--- src/rtl/sen_pkg.sv ---
package sen_pkg;

  localparam int unsigned FW = 16;

  typedef enum logic [1:0] {
    FATE_NONE = 2'd0,
    FATE_FWD  = 2'd1,
    FATE_DLV  = 2'd2,
    FATE_LOST = 2'd3
  } fate_e;

  // reverse the low w bits of v
  function automatic logic [FW-1:0] flip_bits(input logic [FW-1:0] v, input int w);
    logic [FW-1:0] r;
    r = '0;
    for (int b = 0; b < FW; b++) begin
      if (b < w) r[w-1-b] = v[b];
    end
    return r;
  endfunction

  // next node label: shift the taken port in at the bottom, keep w bits
  function automatic logic [FW-1:0] shuffle_next(input logic [FW-1:0] lab, input logic port, input int w);
    logic [FW-1:0] msk;
    msk = (FW'(1) << w) - FW'(1);
    return ((lab << 1) | FW'(port)) & msk;
  endfunction

endpackage

--- src/rtl/sen_arbiter.sv ---
module sen_arbiter #(
  parameter int AGE_W = 3
) (
  input  logic             clk,
  input  logic             rst_n,
  input  logic [1:0]       vld,
  input  logic [1:0]       want,
  input  logic [AGE_W-1:0] age_up,
  input  logic [AGE_W-1:0] age_dn,
  output logic [1:0]       gport,
  output logic [1:0]       defl,
  output logic             evt_clash,
  output logic             evt_up_wins
);

  always_comb begin
    evt_clash   = vld[0] & vld[1] & (want[0] == want[1]);
    evt_up_wins = (age_up >= age_dn);
    gport[0]    = (evt_clash && !evt_up_wins) ? ~want[0] : want[0];
    gport[1]    = (evt_clash &&  evt_up_wins) ? ~want[1] : want[1];
    defl[0]     = vld[0] & (gport[0] != want[0]);
    defl[1]     = vld[1] & (gport[1] != want[1]);
  end

  // two live cells never share an output port
  assert_port_unique_R4: assert property (@(posedge clk) disable iff (!rst_n)
    (vld == 2'b11) |-> (gport[0] != gport[1]));

  // a clash deflects exactly one cell, never without a clash
  assert_one_loser_R5: assert property (@(posedge clk) disable iff (!rst_n)
    evt_clash |-> ($countones(defl) == 1));

  assert_no_spurious_defl_R5: assert property (@(posedge clk) disable iff (!rst_n)
    !evt_clash |-> (defl == 2'b00));

endmodule

--- src/rtl/sen_hop.sv ---
module sen_hop #(
  parameter int AW         = 3,
  parameter int MAX_STAGES = 8,
  parameter int AGE_W      = 3,
  localparam int LW = AW - 1,
  localparam int RW = $clog2(AW + 1),
  localparam int SW = $clog2(MAX_STAGES + 1)
) (
  input  logic              clk,
  input  logic              rst_n,
  input  logic              vld,
  input  logic              port,
  input  logic              defl,
  input  logic [AW-1:0]     dst,
  input  logic [AW-1:0]     tag,
  input  logic [RW-1:0]     rem,
  input  logic [LW-1:0]     lab,
  input  logic [SW-1:0]     stg,
  output sen_pkg::fate_e    fate,
  output logic [AW-1:0]     n_tag,
  output logic [RW-1:0]     n_rem,
  output logic [LW-1:0]     n_lab,
  output logic [SW-1:0]     n_stg,
  output logic [AW-1:0]     d_addr
);
  import sen_pkg::*;

  logic [SW:0] stg_inc;
  logic        evt_reached;
  logic        evt_expired;

  always_comb begin
    stg_inc     = {1'b0, stg} + (SW+1)'(1);
    evt_reached = vld & ~defl & (rem == RW'(1));
    evt_expired = (stg_inc >= (SW+1)'(MAX_STAGES));

    if (!vld)             fate = FATE_NONE;
    else if (evt_reached) fate = FATE_DLV;
    else if (evt_expired) fate = FATE_LOST;
    else                  fate = FATE_FWD;

    if (defl) begin
      n_tag = AW'(flip_bits(FW'(dst), AW));
      n_rem = RW'(AW);
    end else begin
      n_tag = tag >> 1;
      n_rem = rem - RW'(1);
    end
    n_lab  = LW'(shuffle_next(FW'(lab), port, LW));
    n_stg  = stg_inc[SW-1:0];
    d_addr = {lab, port};
  end

  // a forwarded cell always keeps at least one routing bit
  assert_fwd_has_bits_R3: assert property (@(posedge clk) disable iff (!rst_n)
    (fate == FATE_FWD) |-> (n_rem != '0));

  // a deflected cell is never delivered here
  assert_defl_not_dlv_R6: assert property (@(posedge clk) disable iff (!rst_n)
    defl |-> (fate != FATE_DLV));

endmodule

--- src/rtl/sen_node.sv ---
module sen_node #(
  parameter int N_PORTS    = 8,
  parameter int MAX_STAGES = 8,
  parameter int AGE_W      = 3,
  localparam int AW = $clog2(N_PORTS),
  localparam int LW = AW - 1,
  localparam int RW = $clog2(AW + 1),
  localparam int SW = $clog2(MAX_STAGES + 1)
) (
  input  logic                   clk,
  input  logic                   rst_n,
  input  logic [1:0]             in_vld,
  input  logic [1:0][AW-1:0]     in_dst,
  input  logic [1:0][AW-1:0]     in_tag,
  input  logic [1:0][RW-1:0]     in_rem,
  input  logic [1:0][LW-1:0]     in_lab,
  input  logic [1:0][SW-1:0]     in_stg,
  input  logic [1:0][AGE_W-1:0]  in_age,
  output logic [1:0]             out_vld,
  output logic [1:0][AW-1:0]     out_dst,
  output logic [1:0][AW-1:0]     out_tag,
  output logic [1:0][RW-1:0]     out_rem,
  output logic [1:0][LW-1:0]     out_lab,
  output logic [1:0][SW-1:0]     out_stg,
  output logic [1:0][AGE_W-1:0]  out_age,
  output logic [1:0]             dlv_vld,
  output logic [1:0][AW-1:0]     dlv_addr,
  output logic [1:0]             lost_vld
);
  import sen_pkg::*;

  logic [1:0]          want;
  logic [1:0]          gport;
  logic [1:0]          defl;
  logic                evt_clash;
  logic                evt_up_wins;
  fate_e               h_fate [2];
  logic [1:0][AW-1:0]  h_tag;
  logic [1:0][RW-1:0]  h_rem;
  logic [1:0][LW-1:0]  h_lab;
  logic [1:0][SW-1:0]  h_stg;
  logic [1:0][AW-1:0]  h_addr;

  always_comb begin
    for (int i = 0; i < 2; i++) want[i] = in_tag[i][0];
  end

  sen_arbiter #(.AGE_W(AGE_W)) u_arb (
    .clk         (clk),
    .rst_n       (rst_n),
    .vld         (in_vld),
    .want        (want),
    .age_up      (in_age[0]),
    .age_dn      (in_age[1]),
    .gport       (gport),
    .defl        (defl),
    .evt_clash   (evt_clash),
    .evt_up_wins (evt_up_wins)
  );

  for (genvar gi = 0; gi < 2; gi++) begin : g_hop
    sen_hop #(.AW(AW), .MAX_STAGES(MAX_STAGES), .AGE_W(AGE_W)) u_hop (
      .clk    (clk),
      .rst_n  (rst_n),
      .vld    (in_vld[gi]),
      .port   (gport[gi]),
      .defl   (defl[gi]),
      .dst    (in_dst[gi]),
      .tag    (in_tag[gi]),
      .rem    (in_rem[gi]),
      .lab    (in_lab[gi]),
      .stg    (in_stg[gi]),
      .fate   (h_fate[gi]),
      .n_tag  (h_tag[gi]),
      .n_rem  (h_rem[gi]),
      .n_lab  (h_lab[gi]),
      .n_stg  (h_stg[gi]),
      .d_addr (h_addr[gi])
    );
  end

  // per output port: which input, if any, lands here
  for (genvar gp = 0; gp < 2; gp++) begin : g_port
    logic  hit_up, hit_dn, sel;
    fate_e f;

    always_comb begin
      hit_up = in_vld[0] && (gport[0] == 1'(gp));
      hit_dn = in_vld[1] && (gport[1] == 1'(gp));
      sel    = hit_dn;
      f      = (hit_up || hit_dn) ? h_fate[sel] : FATE_NONE;
    end

    always_ff @(posedge clk or negedge rst_n) begin
      if (!rst_n) begin
        out_vld[gp]  <= 1'b0;
        out_dst[gp]  <= '0;
        out_tag[gp]  <= '0;
        out_rem[gp]  <= '0;
        out_lab[gp]  <= '0;
        out_stg[gp]  <= '0;
        out_age[gp]  <= '0;
        dlv_vld[gp]  <= 1'b0;
        dlv_addr[gp] <= '0;
        lost_vld[gp] <= 1'b0;
      end else begin
        out_vld[gp]  <= (f == FATE_FWD);
        out_dst[gp]  <= (f == FATE_FWD) ? in_dst[sel] : '0;
        out_tag[gp]  <= (f == FATE_FWD) ? h_tag[sel]  : '0;
        out_rem[gp]  <= (f == FATE_FWD) ? h_rem[sel]  : '0;
        out_lab[gp]  <= (f == FATE_FWD) ? h_lab[sel]  : '0;
        out_stg[gp]  <= (f == FATE_FWD) ? h_stg[sel]  : '0;
        out_age[gp]  <= (f == FATE_FWD) ? in_age[sel] : '0;
        dlv_vld[gp]  <= (f == FATE_DLV);
        dlv_addr[gp] <= (f == FATE_DLV) ? h_addr[sel] : '0;
        lost_vld[gp] <= (f == FATE_LOST);
      end
    end

    // nothing forwarded ever sits at or beyond the stage limit
    assert_stage_bound_R7: assert property (@(posedge clk) disable iff (!rst_n)
      out_vld[gp] |-> (out_stg[gp] < SW'(MAX_STAGES)));

    // a delivered or lost cell leaves an idle slot behind
    assert_dlv_idle_R8: assert property (@(posedge clk) disable iff (!rst_n)
      dlv_vld[gp] |-> (!out_vld[gp] && !lost_vld[gp]));

    assert_lost_idle_R7: assert property (@(posedge clk) disable iff (!rst_n)
      lost_vld[gp] |-> !out_vld[gp]);

    // a live outgoing cell still has a routing bit to use
    assert_out_rem_nonzero_R3: assert property (@(posedge clk) disable iff (!rst_n)
      out_vld[gp] |-> (out_rem[gp] != '0));
  end

  // no input cells means nothing on any output next cycle
  assert_idle_in_idle_out_R9: assert property (@(posedge clk) disable iff (!rst_n)
    (in_vld == 2'b00) |=> ((out_vld == 2'b00) && (dlv_vld == 2'b00) && (lost_vld == 2'b00)));

endmodule

--- config.mk ---
export PLATFORM = sky130hd
export DESIGN_NAME = sen_node
export DESIGN_NICKNAME = d
export VERILOG_FILES = /design/src/rtl/sen_pkg.sv /design/src/rtl/sen_arbiter.sv /design/src/rtl/sen_hop.sv /design/src/rtl/sen_node.sv
export SDC_FILE = /design/constraint.sdc
export NUM_CORES = 1
export LEC_CHECK = 0
export ABC_CLOCK_PERIOD_IN_PS = 800
export BUFFER_PORTS_ARGS = -buffer_cell sky130_fd_sc_hd__buf_4
export CAP_MARGIN = 25
export CORE_MARGIN = 2
export CORE_UTILIZATION = 50
export DETAILED_ROUTE_END_ITERATION = 6
export MAX_ROUTING_LAYER = met4
export PLACE_DENSITY = 0.79
export SYNTH_ARGS = -nofsm -noshare
export SYNTH_HDL_FRONTEND = slang
export SYNTH_SLANG_ARGS = --single-unit
--- constraint.sdc ---
create_clock -name clk -period 0.8 [get_ports clk]
set_input_delay 0.04 -clock clk [delete_from_list [all_inputs] [get_ports clk]]
set_output_delay 0.04 -clock clk [all_outputs]
set_load 0.03 [all_outputs]
==> impl_results.md, run 1 <==
* First error: [ERROR DPL-0038] Utilization greater than 100%, impossible to legalize
* Most area-consuming cells after synthesis: dfrtp_1 49%, nand3_1 8.9%, a21oi_1 6.4%
* Pin count of the biggest net entering global routing at 23
* Cell variety after synth at 44
* Failing step: 5_1_grt
* Post-synth ARST share at 100%
* EDFF count, synth at 0
* GPL Wtd Cong at about 0.90
* CTS Sinks at 46
* Register area share after synthesis at 48.9%
* Root Driver: clkbuf_8
* Synthesized instance count at about 240
* Starting Density at a little over half
* Die Ht at 72.6 µm
* H-tree levels at 2
* Die Width at 72.6 µm
* Post-synthesis cell area at approximately 2400 µm²
* Hpwl dp at between 5000 and 6000 µm
* Avg Inst Size Synth at roughly 9.7 µm²
* Buffers on Ports at a little over 80
* Area share of the largest cell type after synthesis at 48.9%
* Warnings from Yosys at 0
* #FFs+latches synth at 46
* Worst ep type: register input
* Yosys top cell by area: dfrtp_1
* CTS buffer count at 5
* Status: aborted with a tool error
* Grt repair worst endpoint: dlv_addr[4]$_DFF_PN0_/D
* I/O pins at 84
* Dominant register cell in the synthesized netlist: dfrtp_1
* CTS max path bufs at 2
* Num rows at 24
[per-stage QoR]
| stage | setup WS, ns | utilization, % | hold slack (ns) | instances | cell area (µm²) |
|---|---|---|---|---|---|
| after floorplan | -0.747 | - | -0.256 | 246 | 2540 |
| after global placement | -0.975 | 80.3 | -0.0949 | 422 | 3570 |
| after detailed placement | -1.09 | 80.3 | -0.0899 | 422 | 3570 |
| after CTS | -0.665 | 92.5 | 0.0112 | 439 | 4110 |
[cells in the mapped netlist, types with 2 or more instances]
library cell / instances
o21ai_0: 8
o32ai_1: 4
nor4_1: 2
xor2_1: 2
o21ai_1: 2
or3_1: 2
a21oi_1: 30
and2_1: 2
ha_1: 9
nand2_1: 18
dfrtp_1: 46
buf_6: 2
clkbuf_1: 5
buf_2: 7
nor3_1: 4
nor2b_1: 3
a21o_1: 2
o21a_1: 2
a31o_2: 2
nand3_1: 42
inv_1: 11
a2111oi_2: 2
nand3b_1: 2
mux2i_1: 7
a21boi_1: 2
nor2_1: 7
[repair_timing]
action	4_1_cts
hold buffers	1
resized for setup	92
endpoints found under the hold margin	46
setup buffers	5
pin swaps	19
setup endpoints to repair	88
cloned	3
[logic make-up after synthesis]
logic type | after synthesis | synth area share, %
AO/OA/AOI/OAI | 63 | 17.7
multiplexers | 8 | 3.45
XOR/XNOR | 3 | 1.43
flip-flops | 46 | 48.9
AND/OR/NAND/NOR | 87 | 18.3
adder cells (fa/ha/maj) | 9 | 4.78
buffers and inverters | 26 | 5.31
other | 1 | 0.159
==> run 2, diff against run 1 <==
--- a/config.mk
+++ b/config.mk
@@ -9,10 +9,9 @@
 export BUFFER_PORTS_ARGS = -buffer_cell sky130_fd_sc_hd__buf_4
 export CAP_MARGIN = 25
 export CORE_MARGIN = 2
-export CORE_UTILIZATION = 50
+export CORE_UTILIZATION = 35
 export DETAILED_ROUTE_END_ITERATION = 6
-export MAX_ROUTING_LAYER = met4
-export PLACE_DENSITY = 0.79
+export PLACE_DENSITY_LB_ADDON = 0.15
 export SYNTH_ARGS = -nofsm -noshare
 export SYNTH_HDL_FRONTEND = slang
 export SYNTH_SLANG_ARGS = --single-unit
==> run 2 against run 1 <==
Effect of this change:
- the flow now finishes, with violations (setup timing)
- area after synthesis is the same
- synthesized cell count is the same
==> impl_results.md, run 2 <==
* Syn-to-layout area delta at 89.4%
* Synth Area in Adders at 4.78%
* Final Max Tran Viols at 0
* DRT antenna net count at 0
* Most frequent cells in the layout: 79 x buf_4, 61 x buf_6, 46 x dfrtp_1
* Initial antenna violation count at 0
* Avg Inst Size Synth at 9.70 µm²
* Leak Pwr at 0.00205 µW
* Cell variety after synth at 44
* Hold EP: out_dst[2]
* Critical path required time at 1.00 ns
* Vias/cell at between 5 and 6
* Nets at about 440
* CTS Sinks at 46
* GPL Wtd Cong at between 0.8 and 0.9
* CTS tree: yes
* Die Ht at ~86 µm
* Min-delay src: in_dst[2]
* VDD IR max at ~0.00087 V
* Warnings from Yosys at 0
* Drt first pass iters at 4
* Grt ovf at 0
* GRT Overall Usage at 21.0%
* Pin count of the biggest net entering global routing at 47
* Complex-gate fraction of the synthesized area at roughly 18%
* Final hold slack at around 0.013 ns
* Hold Crit Depth at 3
* Remaining DRCs at 0
* Die Width at 86.0 µm
* Fraction of layout cells with a size suffix above 1 at between 60 and 70%
* #FFs+latches synth at 46
* Count leader, synth: dfrtp_1
* PwrDens at between 1000 and 1500 nW/µm²
* Most area-consuming cells after synthesis: dfrtp_1 49%, nand3_1 8.9%, a21oi_1 6.4%
* RSZ-0062 raised after global routing: true
* Buffers on Ports at a little over 80
* Crit path max fanout at 5
* Failing checks: setup timing
* Most common cell after layout, fill and taps aside: buf_4
* Critical path's largest stage delay at about 0.34 ns
* Final period utilization at 189%
* Area share of the largest cell type after synthesis at 48.9%
* Multiplexer share of the synthesized area at under 10%
* Vias in the first global route at between 2k and 3k
* Starting Density at about 37%
* Final Power at between 6000 and 7000 µW
* Num rows at 29
* DIE AREA at around 7400 µm²
* Final core utilization at 69.5%
* Commonest cells in the netlist: 46 x dfrtp_1, 42 x nand3_1, 30 x a21oi_1
* Pre-CTS setup slack at -1.06 ns
* Final wirelength at 7750 µm
* Via count at 2436
* Hold WC Path Type: in2reg
* Routed WL per cell at 16.6 µm
* Minimum clock period after layout at about 1.5 ns
* Most flops, register: out_stg
* CP max-delay cell: a31oi_2
* CP startpoint kind: input port
* Synth Area in XOR/XNOR at under 10%
* Core Region at between 6000 and 7000 µm²
* Root Driver: clkbuf_8
* Max reg flops at 8
* Starting DRT DRC Count at between 150 and 200
* CTS buffer count at 5
* Post-synth ARST share at between 90% and 100%
* Simple-gate share of the synthesized area at about 18%
* Worst EP arrival at 1.71 ns
* H-tree levels at 2
* Synthesized instance count at 243
* CP Cell Sequence: buf_12 > inv_12 > ha_4 > nand2_4 > o21a_4 > a31oi_2 > buf_4 > nand3_2 > o32ai_1
* Fmax at 660 MHz
* Hold Vio Cnt, Final at 0
* CP Capture Type: register
* EDFF count, synth at 0
* CTS max path bufs at 2
* I/O pins at 84
* Dominant register cell in the synthesized netlist: dfrtp_1
* Antenna Cells at 0
* Hpwl dp at 5150 µm
* Final setup vio count at 88
* Final worst setup slack at -0.714 ns
* Register area share after synthesis at 48.9%
* Post-synthesis cell area at between 2000 and 2500 µm²
* MaxCap Viol Count at 0
* First-pass GRT wire length at approximately 12000 µm
* Combinational family with the most area after synthesis: simple AND/OR/NAND/NOR gates
* Yosys top cell by area: dfrtp_1
* Status: finished with violations
* Critical path type: in2reg
* Worst-path clk slew at 0.08 ns
## run 2: cell counts after synthesis
Identical to the previous run, type by type.
## run 2: kinds of logic (layout without fill, tap and decap cells)
kind of cell	count (synthesis)	in the layout
xor gates and xnor gates	3	3
AOI/OAI and AO/OA	63	63
adders and majority gates	9	9
other	1	4
muxes	8	8
and+or+nand+nor	87	87
buffers and inverters	26	170
DFF	46	46
## run 2: worst max path at each step
stage | from | end | slack [ns]
5_1_grt | in_age[5] | dlv_addr[2] | -0.78
4_1_cts | in_age[5] | out_tag[5] | -0.65
2_1_floorplan | in_age[5] | out_stg[4] | -0.75
3_3_place_gp | in_age[5] | dlv_addr[4] | -1.00
6_report | in_age[5] | dlv_addr[2] | -0.71
3_5_place_dp | in_age[5] | dlv_addr[4] | -1.06
## run 2: timing repair
item,CTS,global route
buffers inserted,7,1
gates resized for setup,113,14
pin swaps,41,7
endpoints found under the hold margin,46,0
gates cloned,4,0
hold buffers,1,0
endpoints found under the setup margin,88,88
## run 2: power breakdown
part | switching [µW] | internal (µW)
clock | 753 | 999
sequential | 56.9 | 2440
combinational | 1190 | 1120
total | 2000 | 4560
## run 2: metal layers
metal	GRT usage [%]	up-vias	part of all wire, %
met2	36.0	97	51
li1	-	1161	-
met5	0	-	0
met4	6.78	0	2.0
met1	27.2	1168	40
met3	3.18	10	7.1
## run 2: through the flow
step | area, µm² | setup TNS, ns | instances
3_3_place_gp | 3610 | -38.71 | 447
5_1_grt | 4460 | -32.53 | 467
4_1_cts | 4390 | -26.90 | 466
6_report | 4460 | -28.97 | 467
3_5_place_dp | 3610 | -39.61 | 447
2_1_floorplan | 2540 | -27.30 | 246
## run 2: layout make-up
type	instances	area (µm²)
Multi-Input combinational cell	174	1510
Fill cell	455	1960
Tap cell	77	96.3
Clock inverter	1	30.0
Clock buffer	6	82.6
Timing Repair Buffer	152	1540
Sequential cell	46	1150
Inverter	11	53.8
## run 2: critical path: cells and delay by family
kind            cells  cell delay [ns]
fa+ha+maj           1             0.28
compound gates      3             0.84
buf+inv             3             0.36
simple gates        2             0.19
No activity file was read; power rests on OpenSTA's default activity.
==> run 3, diff against run 2 <==
--- a/config.mk
+++ b/config.mk
@@ -5,7 +5,6 @@
 export SDC_FILE = /design/constraint.sdc
 export NUM_CORES = 1
 export LEC_CHECK = 0
-export ABC_CLOCK_PERIOD_IN_PS = 800
 export BUFFER_PORTS_ARGS = -buffer_cell sky130_fd_sc_hd__buf_4
 export CAP_MARGIN = 25
 export CORE_MARGIN = 2
==> constraint.sdc (replaced) <==
create_clock -name clk -period 1.4 [get_ports clk]
set_input_delay 0.07 -clock clk [delete_from_list [all_inputs] [get_ports clk]]
set_output_delay 0.07 -clock clk [all_outputs]
set_load 0.03 [all_outputs]
==> run 3 against run 2 <==
Effect of this change:
- hold slack better by 0.023 ns
- utilization decreased by 5.6 points
- highest routed layer unchanged
- combinational power decreased by 48%
- largest power group unchanged
- sequential cell count unchanged
- die area did not move
- the flow still finishes with violations (setup timing)
==> impl_results.md, run 3 (synthesis gave the netlist of run 2 again) <==
* Status: finished with violations
* Failing checks: setup timing
* I/O pins at 84
* Die Ht at between 80 and 90 µm
* Critical path required time at 1.59 ns
* Die Width at roughly 86 µm
* MaxCap Viol Count at 0
* Final Max Tran Viols at 0
* Final hold slack at around 0.036 ns
* Core Region at between 6000 and 7000 µm²
* Antenna Cells at 0
* Pin count of the biggest net entering global routing at 47
* Final worst setup slack at -0.0847 ns
* Starting Density at between 30 and 40%
* Drt first pass iters at 4
* GPL Wtd Cong at between 0.8 and 0.9
* Final wirelength at roughly 7300 µm
* Final core utilization at ~64%
* Routed WL per cell at around 16 µm
* Most common cell after layout, fill and taps aside: buf_4
* Most flops, register: out_stg
* GRT Overall Usage at 19.1%
* Power share of the combinational group at a little over a third
* Nets at roughly 440
* CP Launch Point: in_age[5]
* Placed inst area at 3540 µm²
* Starting DRT DRC Count at about 110
* H-tree levels at 2
* First-pass GRT wire length at between 10000 and 15000 µm
* CP Capture Type: register
* Min-delay src: in_lab[0]
* Sw power at 1130 µW
* Minimum clock period after layout at 1.48 ns
* Final setup vio count at 16
* Final instance area at roughly 4100 µm²
* Fraction of layout cells with a size suffix above 1 at roughly three fifths
* Max reg flops at 8
* Critical path type: in2reg
* Pre-CTS setup slack at -0.492 ns
* Num rows at 29
* Total internal power at 2290 µW
* CTS tree: yes
* Vias in the first global route at between 2k and 2.5k
* RSZ-0062 raised after global routing: true
* CTS Sinks at 46
* Syn-to-layout area delta at 74.1%
* Buffers on Ports at 83
* VDD IR max at around 0.0004 V
* PwrDens at approximately 840 nW/µm²
* Worst-path clk slew at 0.09 ns
* Clock power frac at about a quarter
* Hold Vio Cnt, Final at 0
* CTS max path bufs at 2
* Initial antenna violation count at 0
* Remaining DRCs at 0
* Most frequent cells in the layout: 132 x buf_4, 46 x dfrtp_1, 30 x nand3_1
* Vias/cell at 5.09
* Worst slew margin at about three fifths
* CP startpoint kind: input port
* Hold WC Path Type: in2reg
* Net Sw Frac at 33.1%
* Final period utilization at 106%
* DRT antenna net count at 0
* Tightest Pin Transition at 0.574 ns
* Crit path max fanout at 5
* Sequential Power Share at roughly two fifths
* Fmax at 674 MHz
* Worst EP arrival at approximately 1.7 ns
* Hpwl dp at around 5100 µm
* CTS buffer count at 5
* DIE AREA at approximately 7400 µm²
* Grt ovf at 0
* Leak Pwr at a little under 0.002 µW
* Root Driver: clkbuf_8
* Via count at between 2k and 2.5k
## run 3: per-layer routing
layer | up-vias | wire length [µm] | global-route usage [%]
li1 | 1159 | - | -
met2 | 80 | 3660 | 31.9
met5 | - | 0 | 0
met1 | 1144 | 3150 | 25.6
met4 | 0 | 73 | 5.77
met3 | 6 | 399 | 3.08
## run 3: area by class of cell
cell class | count | area, µm²
flip-flops and latches | 46 | 1150
clock buffers | 5 | 68.8
clock inverters | 3 | 21.3
multi-input cells | 174 | 1450
fillers | 540 | 2320
well taps | 77 | 96.3
repair buffers | 153 | 1260
inverters | 11 | 53.8
## run 3: power groups by stage
stage / sequential (µW) / clock, µW / combinational [µW]
4_1_cts: 1410 / 825 / 1080
2_1_floorplan: 1580 / 0 / 410
3_5_place_dp: 1440 / 0 / 996
3_3_place_gp: 1440 / 0 / 988
5_1_grt: 1420 / 883 / 1280
6_report: 1410 / 817 / 1200
## run 3: worst paths after layout
kind / cells after the start / end / slack, ns
setup / recovery: 10 / out_rem[3] / -0.08
hold / removal: 3 / out_lab[3] / 0.04
max in group asynchronous: 2 / out_age[3] / 0.71
min in group asynchronous: 2 / out_lab[0] / 0.30
## run 3: worst max-delay path, stage by stage
cell	delay [ns]
buf_12	0.09
inv_12	0.03
ha_4	0.28
nand2_4	0.06
o21a_4	0.22
o21ai_2	0.13
a21boi_4	0.29
mux2i_4	0.33
buf_6	0.14
nor2_2	0.03
## run 3: timing repair
action / 4_1_cts / 5_1_grt
endpoints found under the setup margin: 34 / 42
hold buffers: 2 / 0
setup buffers: 7 / 7
pin swaps: 10 / 24
cloned: 0 / 1
hold endpoints to repair: 48 / 0
gates resized for setup: 22 / 43
## run 3: per-stage QoR
step / cells / power [µW] / TNS [ns]
2_1_floorplan: 246 / 1990 / -4.00
3_3_place_gp: 444 / 2430 / -14.33
3_5_place_dp: 444 / 2440 / -15.06
4_1_cts: 461 / 3320 / -0.266
5_1_grt: 469 / 3580 / -2.80
6_report: 469 / 3430 / -0.569
